**src/rtl/smbus_seq_pkg.sv**
```systemverilog
// Shared encodings for the SMBus host command sequencer.
// Assumes: the byte master decodes op kinds with exactly these values.
package smbus_seq_pkg;

    typedef enum logic [3:0] {
        CMD_QUICK     = 4'd0,
        CMD_SEND_BYTE = 4'd1,
        CMD_RECV_BYTE = 4'd2,
        CMD_WR_BYTE   = 4'd3,
        CMD_RD_BYTE   = 4'd4,
        CMD_WR_WORD   = 4'd5,
        CMD_RD_WORD   = 4'd6,
        CMD_WR_BLOCK  = 4'd7,
        CMD_RD_BLOCK  = 4'd8
    } smb_cmd_e;

    typedef enum logic [2:0] {
        OP_START = 3'd0,
        OP_SEND  = 3'd1,
        OP_RECV  = 3'd2,
        OP_NACK  = 3'd3,
        OP_STOP  = 3'd4
    } bus_op_e;

    typedef enum logic [3:0] {
        ST_IDLE,
        ST_START_A,
        ST_SEND_CODE,
        ST_SEND_LEN,
        ST_SEND_DATA,
        ST_START_R,
        ST_RECV_LEN,
        ST_RECV_DATA,
        ST_NACK,
        ST_STOP,
        ST_FINISH
    } seq_state_e;

endpackage

```
**src/rtl/smbus_seq_len.sv**
```systemverilog
// Length arithmetic for block transfers.
// Computes the clamped block write count, and the block read count
// taken from a received length byte (0 when it exceeds capacity).
// Assumes: purely combinational; the caller latches what it needs.
module smbus_seq_len #(
    parameter int MAX_BLK = 32,
    parameter int LEN_W   = 6
) (
    input  logic [LEN_W-1:0] req_len,
    input  logic [LEN_W-1:0] cap,
    input  logic [7:0]       rx_byte,
    output logic [LEN_W-1:0] wr_count,
    output logic [LEN_W-1:0] rx_count
);

    localparam logic [LEN_W-1:0] MAX_L = LEN_W'(MAX_BLK);

    logic [15:0] cap_ext;
    logic [15:0] rx_ext;

    // Clamp the requested write length to the block limit.
    always_comb begin
        wr_count = (req_len > MAX_L) ? MAX_L : req_len;
    end

    // Replace a received count larger than the capacity with zero.
    always_comb begin
        cap_ext  = 16'(cap);
        rx_ext   = 16'(rx_byte);
        rx_count = (rx_ext > cap_ext) ? '0 : LEN_W'(rx_byte);
    end

endmodule

```
**src/rtl/smbus_seq_rdata.sv**
```systemverilog
// Read data assembler: places received bytes low byte first.
// Assumes: idx 0 is the first received data byte, idx 1 the second.
module smbus_seq_rdata (
    input  logic        clk,
    input  logic        rst_n,
    input  logic        clr,
    input  logic        wr_en,
    input  logic        idx,
    input  logic [7:0]  byte_in,
    output logic [15:0] rd_data
);

    // Clear on a new request, otherwise store a byte in its lane.
    always_ff @(posedge clk) begin
        if (!rst_n) begin
            rd_data <= '0;
        end else if (clr) begin
            rd_data <= '0;
        end else if (wr_en) begin
            if (idx) begin
                rd_data[15:8] <= byte_in;
            end else begin
                rd_data[7:0] <= byte_in;
            end
        end
    end

endmodule

```
**src/rtl/smbus_seq_ctrl.sv**
```systemverilog
// Transaction controller: walks one SMBus command through the
// byte-level primitives, one outstanding primitive at a time.
// Assumes: the master answers each held op with a one-cycle op_done;
// op_ack is meaningful only for START.
module smbus_seq_ctrl
    import smbus_seq_pkg::*;
#(
    parameter int LEN_W = 6
) (
    input  logic             clk,
    input  logic             rst_n,
    input  logic             req_valid,
    input  logic [3:0]       req_cmd,
    input  logic [6:0]       req_addr,
    input  logic             req_rw,
    input  logic [7:0]       req_code,
    input  logic [15:0]      req_wdata,
    input  logic [LEN_W-1:0] req_len,
    input  logic             req_len_byte,
    input  logic             req_cmd_phase,
    input  logic [LEN_W-1:0] wr_count,
    input  logic [LEN_W-1:0] rx_count,
    output logic [LEN_W-1:0] cap,
    output logic             busy,
    output logic             done,
    output logic             fail,
    output logic [LEN_W-1:0] rd_len,
    output logic             rd_clr,
    output logic             rd_wr_en,
    output logic             rd_idx,
    output logic             op_valid,
    output logic [2:0]       op_kind,
    output logic [6:0]       op_addr,
    output logic             op_rw,
    output logic [7:0]       op_wdata,
    input  logic             op_done,
    input  logic             op_ack,
    input  logic [7:0]       op_rdata,
    output logic [LEN_W-1:0] buf_rd_idx,
    input  logic [7:0]       buf_rd_data,
    output logic             buf_wr_en,
    output logic [LEN_W-1:0] buf_wr_idx,
    output logic [7:0]       buf_wr_data
);

    localparam logic [LEN_W-1:0] ONE_L = LEN_W'(1);
    localparam logic [LEN_W-1:0] TWO_L = LEN_W'(2);

    seq_state_e       state;
    smb_cmd_e         cmd_q;
    logic [6:0]       addr_q;
    logic             rw_q;
    logic [7:0]       code_q;
    logic [15:0]      wdata_q;
    logic [LEN_W-1:0] cap_q;
    logic [LEN_W-1:0] count_q;
    logic [LEN_W-1:0] idx_q;
    logic [LEN_W-1:0] rxn_q;
    logic             fail_q;
    logic             lflag_q;
    logic             cph_q;

    logic [LEN_W-1:0] idx_nx;
    logic [LEN_W-1:0] init_count;
    logic             first_read;
    logic             first_rw;
    seq_state_e       rb_state;
    logic [LEN_W-1:0] rb_count;
    seq_state_e       code_next;
    logic             accept;

    assign accept = (state == ST_IDLE) && req_valid;
    assign idx_nx = idx_q + ONE_L;
    assign cap    = cap_q;

    // Data byte count known at acceptance (writes only).
    always_comb begin
        case (smb_cmd_e'(req_cmd))
            CMD_WR_BYTE:  init_count = ONE_L;
            CMD_WR_WORD:  init_count = TWO_L;
            CMD_WR_BLOCK: init_count = wr_count;
            default:      init_count = '0;
        endcase
    end

    // Direction of the first START.
    always_comb begin
        first_read = (cmd_q == CMD_RECV_BYTE) ||
                     ((cmd_q == CMD_RD_BLOCK) && !cph_q);
        first_rw   = (cmd_q == CMD_QUICK) ? rw_q : first_read;
    end

    // Where to go once a read-direction START is acknowledged.
    always_comb begin
        rb_state = ST_RECV_DATA;
        rb_count = ONE_L;
        case (cmd_q)
            CMD_RD_WORD: rb_count = TWO_L;
            CMD_RD_BLOCK: begin
                if (lflag_q) begin
                    rb_state = ST_RECV_LEN;
                    rb_count = '0;
                end else begin
                    rb_count = cap_q;
                    rb_state = (cap_q == '0) ? ST_NACK : ST_RECV_DATA;
                end
            end
            default: ;
        endcase
    end

    // Where to go after the command code byte.
    always_comb begin
        case (cmd_q)
            CMD_WR_BYTE, CMD_WR_WORD:
                code_next = ST_SEND_DATA;
            CMD_WR_BLOCK:
                code_next = lflag_q ? ST_SEND_LEN :
                            ((count_q == '0) ? ST_STOP : ST_SEND_DATA);
            CMD_RD_BYTE, CMD_RD_WORD, CMD_RD_BLOCK:
                code_next = ST_START_R;
            default:
                code_next = ST_STOP;
        endcase
    end

    // Main sequencing register set.
    always_ff @(posedge clk) begin
        if (!rst_n) begin
            state   <= ST_IDLE;
            cmd_q   <= CMD_QUICK;
            addr_q  <= '0;
            rw_q    <= 1'b0;
            code_q  <= '0;
            wdata_q <= '0;
            cap_q   <= '0;
            count_q <= '0;
            idx_q   <= '0;
            rxn_q   <= '0;
            fail_q  <= 1'b0;
            lflag_q <= 1'b0;
            cph_q   <= 1'b0;
        end else begin
            case (state)
                ST_IDLE: begin
                    if (accept) begin
                        cmd_q   <= smb_cmd_e'(req_cmd);
                        addr_q  <= req_addr;
                        rw_q    <= req_rw;
                        code_q  <= req_code;
                        wdata_q <= req_wdata;
                        cap_q   <= req_len;
                        count_q <= init_count;
                        idx_q   <= '0;
                        rxn_q   <= '0;
                        fail_q  <= 1'b0;
                        lflag_q <= req_len_byte;
                        cph_q   <= req_cmd_phase;
                        state   <= ST_START_A;
                    end
                end
                ST_START_A: begin
                    if (op_done) begin
                        if (!op_ack) begin
                            fail_q <= 1'b1;
                            state  <= ST_FINISH;
                        end else if (cmd_q == CMD_QUICK) begin
                            state <= ST_STOP;
                        end else if (first_read) begin
                            state   <= rb_state;
                            count_q <= rb_count;
                            idx_q   <= '0;
                        end else begin
                            state <= ST_SEND_CODE;
                        end
                    end
                end
                ST_SEND_CODE: begin
                    if (op_done) state <= code_next;
                end
                ST_SEND_LEN: begin
                    if (op_done) state <= (count_q == '0) ? ST_STOP : ST_SEND_DATA;
                end
                ST_SEND_DATA: begin
                    if (op_done) begin
                        idx_q <= idx_nx;
                        if (idx_nx == count_q) state <= ST_STOP;
                    end
                end
                ST_START_R: begin
                    if (op_done) begin
                        if (!op_ack) begin
                            fail_q <= 1'b1;
                            state  <= ST_STOP;
                        end else begin
                            state   <= rb_state;
                            count_q <= rb_count;
                            idx_q   <= '0;
                        end
                    end
                end
                ST_RECV_LEN: begin
                    if (op_done) begin
                        count_q <= rx_count;
                        idx_q   <= '0;
                        state   <= (rx_count == '0) ? ST_NACK : ST_RECV_DATA;
                    end
                end
                ST_RECV_DATA: begin
                    if (op_done) begin
                        idx_q <= idx_nx;
                        rxn_q <= rxn_q + ONE_L;
                        if (idx_nx == count_q) state <= ST_NACK;
                    end
                end
                ST_NACK: begin
                    if (op_done) state <= ST_STOP;
                end
                ST_STOP: begin
                    if (op_done) state <= ST_FINISH;
                end
                default: state <= ST_IDLE;
            endcase
        end
    end

    // Primitive presented to the byte master in each state.
    always_comb begin
        op_valid = 1'b1;
        op_kind  = OP_STOP;
        op_rw    = 1'b0;
        op_wdata = 8'h00;
        case (state)
            ST_START_A: begin
                op_kind = OP_START;
                op_rw   = first_rw;
            end
            ST_START_R: begin
                op_kind = OP_START;
                op_rw   = 1'b1;
            end
            ST_SEND_CODE: begin
                op_kind  = OP_SEND;
                op_wdata = code_q;
            end
            ST_SEND_LEN: begin
                op_kind  = OP_SEND;
                op_wdata = 8'(count_q);
            end
            ST_SEND_DATA: begin
                op_kind = OP_SEND;
                if (cmd_q == CMD_WR_BLOCK) begin
                    op_wdata = buf_rd_data;
                end else begin
                    op_wdata = idx_q[0] ? wdata_q[15:8] : wdata_q[7:0];
                end
            end
            ST_RECV_LEN, ST_RECV_DATA: op_kind = OP_RECV;
            ST_NACK:                   op_kind = OP_NACK;
            ST_STOP:                   op_kind = OP_STOP;
            default:                   op_valid = 1'b0;
        endcase
    end

    // Status, buffer and assembler strobes.
    always_comb begin
        op_addr     = addr_q;
        busy        = (state != ST_IDLE);
        done        = (state == ST_FINISH);
        fail        = done && fail_q;
        rd_len      = rxn_q;
        rd_clr      = accept;
        rd_wr_en    = (state == ST_RECV_DATA) && op_done && (cmd_q != CMD_RD_BLOCK);
        rd_idx      = idx_q[0];
        buf_rd_idx  = idx_q;
        buf_wr_en   = (state == ST_RECV_DATA) && op_done && (cmd_q == CMD_RD_BLOCK);
        buf_wr_idx  = idx_q;
        buf_wr_data = op_rdata;
    end

endmodule

```
**src/rtl/smbus_cmd_seq.sv**
```systemverilog
// SMBus host command sequencer top level.
// Expands one request into START/SEND/RECV/NACK/STOP primitives for a
// byte-level I2C master and reports read data, count and failure.
// Assumes: synchronous active-low reset; MAX_BLK >= 2.
module smbus_cmd_seq #(
    parameter int MAX_BLK = 32,
    localparam int LEN_W  = $clog2(MAX_BLK + 1)
) (
    input  logic             clk,
    input  logic             rst_n,
    input  logic             req_valid,
    input  logic [3:0]       req_cmd,
    input  logic [6:0]       req_addr,
    input  logic             req_rw,
    input  logic [7:0]       req_code,
    input  logic [15:0]      req_wdata,
    input  logic [LEN_W-1:0] req_len,
    input  logic             req_len_byte,
    input  logic             req_cmd_phase,
    output logic             busy,
    output logic             done,
    output logic             fail,
    output logic [15:0]      rd_data,
    output logic [LEN_W-1:0] rd_len,
    output logic             op_valid,
    output logic [2:0]       op_kind,
    output logic [6:0]       op_addr,
    output logic             op_rw,
    output logic [7:0]       op_wdata,
    input  logic             op_done,
    input  logic             op_ack,
    input  logic [7:0]       op_rdata,
    output logic [LEN_W-1:0] buf_rd_idx,
    input  logic [7:0]       buf_rd_data,
    output logic             buf_wr_en,
    output logic [LEN_W-1:0] buf_wr_idx,
    output logic [7:0]       buf_wr_data
);

    logic [LEN_W-1:0] wr_count;
    logic [LEN_W-1:0] rx_count;
    logic [LEN_W-1:0] cap;
    logic             rd_clr;
    logic             rd_wr_en;
    logic             rd_idx;

    smbus_seq_len #(.MAX_BLK(MAX_BLK), .LEN_W(LEN_W)) u_len (
        .req_len  (req_len),
        .cap      (cap),
        .rx_byte  (op_rdata),
        .wr_count (wr_count),
        .rx_count (rx_count)
    );

    smbus_seq_ctrl #(.LEN_W(LEN_W)) u_ctrl (
        .clk           (clk),
        .rst_n         (rst_n),
        .req_valid     (req_valid),
        .req_cmd       (req_cmd),
        .req_addr      (req_addr),
        .req_rw        (req_rw),
        .req_code      (req_code),
        .req_wdata     (req_wdata),
        .req_len       (req_len),
        .req_len_byte  (req_len_byte),
        .req_cmd_phase (req_cmd_phase),
        .wr_count      (wr_count),
        .rx_count      (rx_count),
        .cap           (cap),
        .busy          (busy),
        .done          (done),
        .fail          (fail),
        .rd_len        (rd_len),
        .rd_clr        (rd_clr),
        .rd_wr_en      (rd_wr_en),
        .rd_idx        (rd_idx),
        .op_valid      (op_valid),
        .op_kind       (op_kind),
        .op_addr       (op_addr),
        .op_rw         (op_rw),
        .op_wdata      (op_wdata),
        .op_done       (op_done),
        .op_ack        (op_ack),
        .op_rdata      (op_rdata),
        .buf_rd_idx    (buf_rd_idx),
        .buf_rd_data   (buf_rd_data),
        .buf_wr_en     (buf_wr_en),
        .buf_wr_idx    (buf_wr_idx),
        .buf_wr_data   (buf_wr_data)
    );

    smbus_seq_rdata u_rdata (
        .clk     (clk),
        .rst_n   (rst_n),
        .clr     (rd_clr),
        .wr_en   (rd_wr_en),
        .idx     (rd_idx),
        .byte_in (op_rdata),
        .rd_data (rd_data)
    );

endmodule

```
**config.mk**
```make
export PLATFORM = sky130hd
export DESIGN_NAME = smbus_cmd_seq
export DESIGN_NICKNAME = d
export VERILOG_FILES = /design/src/rtl/smbus_seq_pkg.sv /design/src/rtl/smbus_seq_len.sv /design/src/rtl/smbus_seq_rdata.sv /design/src/rtl/smbus_seq_ctrl.sv /design/src/rtl/smbus_cmd_seq.sv
export SDC_FILE = /design/constraint.sdc
export NUM_CORES = 1
export LEC_CHECK = 0
export BUFFER_PORTS_ARGS = -buffer_cell sky130_fd_sc_hd__buf_2
export CORE_ASPECT_RATIO = 1.75
export CORE_MARGIN = 3
export CORE_UTILIZATION = 59
export CTS_BUF_LIST = sky130_fd_sc_hd__clkbuf_4 sky130_fd_sc_hd__clkbuf_8
export DETAILED_ROUTE_END_ITERATION = 16
export PLACE_DENSITY = 0.93
export SLEW_MARGIN = 20
export SYNTH_ARGS = -nofsm -noshare
export SYNTH_HDL_FRONTEND = slang
export SYNTH_SLANG_ARGS = --single-unit
```
**constraint.sdc**
```tcl
create_clock -name clk -period 4.9 [get_ports clk]
set_clock_uncertainty 0.05 [all_clocks]
set_input_delay 0.49 -clock clk [delete_from_list [all_inputs] [get_ports clk]]
set_output_delay 0.49 -clock clk [all_outputs]
set_load 0.02 [all_outputs]
```
# Word level (Yosys, flattened, before mapping)
# Cells that the tools add are included.
# totals
out_inout_bits,66
romBits,0
in_bits,65
latchBits,0
ramBits,0
reg_bits,83
mem_count,0
# classes
reduce_logical,34
addsub,2
muxes,61
eq_ne,41
n_bitwise,2
n_shift,0
n_mul,0
n_div,0
n_lt_le_gt_ge,2
# ops
cell,count
2-to-1 mux 6 bit,21
2-to-1 mux 4 bit,22
== test 4 x 3 -> 1 bit (second input constant),10
one-hot mux 4 bit (10 select lines),1
one-hot mux 6 bit (5 select lines),1
!= test 2 bit (second input constant),14
one-hot mux 6 bit (2 select lines),2
one-hot mux 6 bit (4 select lines),1
one-hot mux 8 bit (3 select lines),1
== test 4 x 2 -> 1 bit (second input constant),5
logical NOT 6 bit,3
one-hot mux 6 bit (3 select lines),1
== test 4 bit (second input constant),4
2-to-1 mux 8 bit,2
adder 6 x 1 -> 6 bit (second input constant),2
one-hot mux 3 bit (4 select lines),1
one-hot mux 4 bit (3 select lines),1
AND reduction 12 bit,1
!= test 2 x 1 -> 1 bit (second input constant),5
AND reduction 10 bit,1
OR reduction 2 bit,5
AND reduction 9 bit,1
OR reduction 9 bit,1
> comparator 8 x 6 -> 1 bit,1
other kinds (18),35

# Logic depth before layout (Yosys ltp)
# depth
depth_word,9
mapped_depth,9

# Cells and area by module
# Synthesis repeated with hierarchy kept, for this count alone.
# hier_totals
cells_unflattened,657
area_unflattened_um2,4859.7
# modules_own_cells
mod,cells_each,seq_area_each_um2,n_inst,area_each_um2
smbus_seq_ctrl,543,1341.3,1,4006.3
smbus_seq_rdata,74,320.3,1,593.1
smbus_seq_len,40,0.0,1,260.2

# Worst setup path after synthesis
# No wires, ideal clock.
# synth_timing
kind,register to output
from,reg u_ctrl.idx_q[0] (netlist: u_ctrl.buf_rd_idx[0])
to,out op_wdata[1]
arrival_ns,1.705
required_time_ns,4.360
n_path_buf,2
path_stages_with_launch,7
slack_ns,2.655
cell_sequence,dfxtp_1 buf_2 buf_1 mux2i_1 nand2_1 o21ai_0 o21ai_0
# synth_between
elab_chain_len,3
# synth_rtl
item,line_no,text
from (decl),smbus_seq_ctrl.sv:57,logic [LEN_W-1:0] idx_q;
from (signal assigned),smbus_seq_ctrl.sv:186,idx_q <= idx_nx;
from (signal assigned),smbus_seq_ctrl.sv:211,idx_q <= idx_nx;
2-to-1 mux 8 bit,smbus_seq_ctrl.sv:255,op_wdata = idx_q[0] ? wdata_q[15:8] : wdata_q[7:0];
2-to-1 mux 8 bit,smbus_seq_ctrl.sv:252,if (cmd_q == CMD_WR_BLOCK) begin
one-hot mux 8 bit (3 select lines),smbus_seq_ctrl.sv:233,case (state)
to (decl),smbus_cmd_seq.sv:29,"output logic [7:0] op_wdata,"
# Every way passes these cells.

# Worst setup path after layout
# layout_timing
from,reg u_ctrl.state[2]
to,out op_wdata[6]
# layout_between
elab_chain_len,2
word_cells_on_any_way,4
cone_classes,3 x eq/ne; 1 x mux
# layout_rtl
item,line_no,text
from (decl),smbus_seq_ctrl.sv:49,seq_state_e state;
from (signal assigned),smbus_seq_ctrl.sv:170,state <= rb_state;
from (signal assigned),smbus_seq_ctrl.sv:179,if (op_done) state <= code_next;
from (signal assigned),smbus_seq_ctrl.sv:182,if (op_done) state <= (count_q == '0) ? ST_STOP : ST_SEND_DATA;
== test 4 x 3 -> 1 bit or == test 4 x 2 -> 1 bit (tied branches),smbus_seq_ctrl.sv:233,
one-hot mux 8 bit (3 select lines) *,smbus_seq_ctrl.sv:233,
# Mark *: on every way between the ends. The rest lies on a longest branch, timed or not.

==> implementation parameters <==
Parameter                              Value

Status
  Status ... finished clean

Finish
  Filler Cell Count ... around 660
  Final antenna diode count ... 0
  Final net count ... around 770
  Area growth from synthesis to layout ... 14.4%
  Design area ... between 5000 and 6000 um2
  Post-route insts no fill ... between 700 and 800
  Share of final-layout standard cells stronger than drive strength 1 ... a little under a quarter

Critical path
  Data arrival time of the worst path ... 2.37 ns
  Largest fanout on the critical path ... 17
  Type of the worst setup path ... reg -> out
  Worst setup SP type ... register
  Critical path capture point type ... output port
  Crit path required time ... roughly 4.4 ns

Clock tree
  CTS Root Buffer Type ... clkbuf_8
  Skew-Pair Late Insertion Delay ... 0.35 ns
  CTS sink count ... a little over 80
  Clock slew seen by the registers of the worst setup and hold paths ... approximately 0.080 ns
  Number of hold-repair buffers added at the cts stage ... 0
  # Post-CTS Setup Buffers ... 0
  CTS Buf Count ... 9
  Clock tree from TritonCTS ... yes
  H-tree depth ... 3
  Clk buf depth ... 2
  Post-CTS Resized ... 0

Yosys
  Async SR Flop Fraction ... 0%
  Total standard cell area after synthesis ... ~4700 um2
  Post-synthesis sequential area ratio ... between 30% and 40%
  Post-synthesis instance total ... about 610
  Warnings, synthesis ... 0
  Cell type with the largest total area after synthesis ... dfxtp_1
  EDFF count, synth ... 0
  Flops & latches, synth ... 83
  Syn Nets ... around 680
  Top flip-flop cell by instance count after synthesis ... dfxtp_1
  Number of different library cells in the post-synthesis netlist ... 71
  Top cells by count, synth ... 132 x nand2_1, 83 x dfxtp_1, 68 x a21oi_1
  Most used standard cell by instance count after synthesis ... nand2_1
  Area contributors post-synth ... dfxtp_1 36%, nand2_1 11%, a21oi_1 7.3%
  Area share of the largest cell type after synthesis ... 35.6%
  Average cell area after synthesis ... ~7.7 um2

Hold path
  Type of the tightest min-delay check ... in -> reg

STA
  Final min period ... 2.91 ns
  Portion of the clock cycle consumed by the worst path in the final layout ... 59.3%
  Setup repair after global routing missed its margin ... no
  Final critical-path setup slack ... 1.99 ns
  Transition time at the pin with the least slew margin ... between 0.9 and 1 ns
  Final number of setup-violating endpoints ... 0
  Endpoints failing hold ... 0
  Final hold slack ... 0.316 ns
  Pins Over Slew Limit ... 0
  Sum Neg Setup Slack ... 0 ns
  Slew margin rel. ... 38.8%
  Fmax ... about 0.34 GHz

Placement
  Detailed placement HPWL ... between 10 and 15 mm
  Placer congestion estimate ... about 1.0
  Number of buffers added on ports ... 130
  Cell total after placement ... 775
  Pre-CTS setup slack ... 2.12 ns
  Total cell area at the placement stage ... between 5000 and 6000 um2

Pwr
  Worst vdd rail ir drop ... 0.308 mV
  Leak ... 2.27 nW
  Power per standard cell area ... around 440 nW/um2

Floorplan
  Horizontal extent of the die ... approximately 73 um
  Placeable core region ... 7620 um2
  Count of boundary I/O pins ... around 130
  Area of the die ... roughly 9100 um2
  Die extent in y ... between 100 and 150 um
  Starting density of the core ... around three fifths
  Row count ... 42

Routing
  Routed WL per cell ... ~17 um
  DR iter-0 viols ... roughly 370
  Post-route ant nets ... 0
  Average via count per standard cell ... slightly above 6
  Detailed Route WL ... between 10 and 15 mm
  Pre-antenna DRT Iters ... 6
  Via count of the routed design ... approximately 4800
  DR DRC count ... 0

GRT
  Pin count of the biggest net entering global routing ... 47
  Global-route total usage across every layer ... about 30%
  First-pass GRT wire length ... 21.3 mm
  Overflow left after global routing ... 0
  Initial antenna violation count ... 0
  Number of global-route vias before repair ... around 4600

Job
  Max Cap Violations ... 0
## layout make-up
type	count	area, um2	share of cell area (%)
clock inverters	3	43.8	0.820
inverters	17	63.8	1.19
multi-input cells	454	2620	49.0
repair buffers	133	673	12.6
clock buffers	13	173	3.23
well taps	88	110	2.06
flip-flops and latches	83	1660	31.1
## cell families (layout without fill, tap and decap cells)
group | count (synthesis) | after routing | synth area share (%)
simple gates | 258 | 258 | 26.8
compound gates | 155 | 155 | 20.2
flops | 83 | 83 | 35.6
buf+inv | 69 | 166 | 8.52
mux | 23 | 23 | 4.93
xor+xnor | 10 | 10 | 1.88
fa+ha+maj | 8 | 8 | 2.14
## worst paths after layout
check | from | endpoint | depth (start not counted) | slack, ns
max reg2reg | u_ctrl.buf_rd_idx[0]$_SDFFE_PN0P_ | u_ctrl.state[1]$_SDFFE_PN0P_ | 7 | 2.19
min reg2reg | u_ctrl.code_q[7]$_SDFFE_PN0P_ | u_ctrl.code_q[7]$_SDFFE_PN0P_ | 2 | 0.41
min | req_wdata[14] | u_ctrl.wdata_q[14]$_SDFFE_PN0P_ | 3 | 0.32
max | u_ctrl.state[2]$_SDFFE_PN0P_ | op_wdata[6] | 5 | 1.99
## layer usage
metal / track usage (%) / vias to the layer above / wire (um)
met5: 0 / - / 0
met4: 17.8 / 0 / 668
met3: 5.98 / 68 / 857
met2: 53.7 / 211 / 7180
met1: 31.4 / 2259 / 4790
li1: - / 2278 / -
## metrics by stage
stage / util, % / power, W
2_1_floorplan: - / 0.00158
3_3_place_gp: 67.2 / 0.00180
3_5_place_dp: 67.2 / 0.00183
4_1_cts: 70.0 / 0.00235
5_1_grt: 70.1 / 0.00249
6_report: 70.1 / 0.00236
## cells in the final DEF, fill, tap and decap left out, types with 3 or more instances in the layout
master and n:
nand2_1 132, buf_2 130, dfxtp_1 83, a21oi_1 68
nor2_1 46, o21ai_0 35, mux2i_1 23, inv_1 16
nand3_1 14, clkbuf_8 12, nor2b_1 8, ha_1 8
nor3_1 7, a22oi_1 7, nand2b_1 6, xnor2_1 6
o211ai_1 5, nand4_1 5, a211oi_1 5, a41oi_1 5
and3_1 4, xor2_1 4, o22ai_1 4, a21o_1 3
nor3b_1 3, nor4_1 3, buf_4 3
## report_power, final
| group | total, W | leakage [nW] | internal, W | switching (W) |
|---|---|---|---|---|
| logic | 0.000884 | 1.48 | 0.000332 | 0.000552 |
| clock network | 0.000526 | 0.113 | 0.000284 | 0.000241 |
| registers | 0.000955 | 0.677 | 0.000779 | 0.000175 |
## sequential cells by signal (all words and copies together) (netlist names)
name and count:
u_ctrl.op_addr 7, u_ctrl.cap 6, u_ctrl.code_q 8, u_ctrl.rd_len 6, u_rdata.rd_data 16, u_ctrl.count_q 6
u_ctrl.state 4, u_ctrl.cmd_q 4, u_ctrl.buf_rd_idx 6, u_ctrl.cph_q 1, u_ctrl.rw_q 1, u_ctrl.fail_q 1
u_ctrl.wdata_q 16, u_ctrl.lflag_q 1
## critical path, cell delays in order (launching register included)
cell	delay, ns
dfxtp_1	0.78
inv_1	0.17
nor2_1	0.28
nand2_1	0.28
o21ai_0	0.29
buf_2	0.21
(Power assumes the default switching activity.)
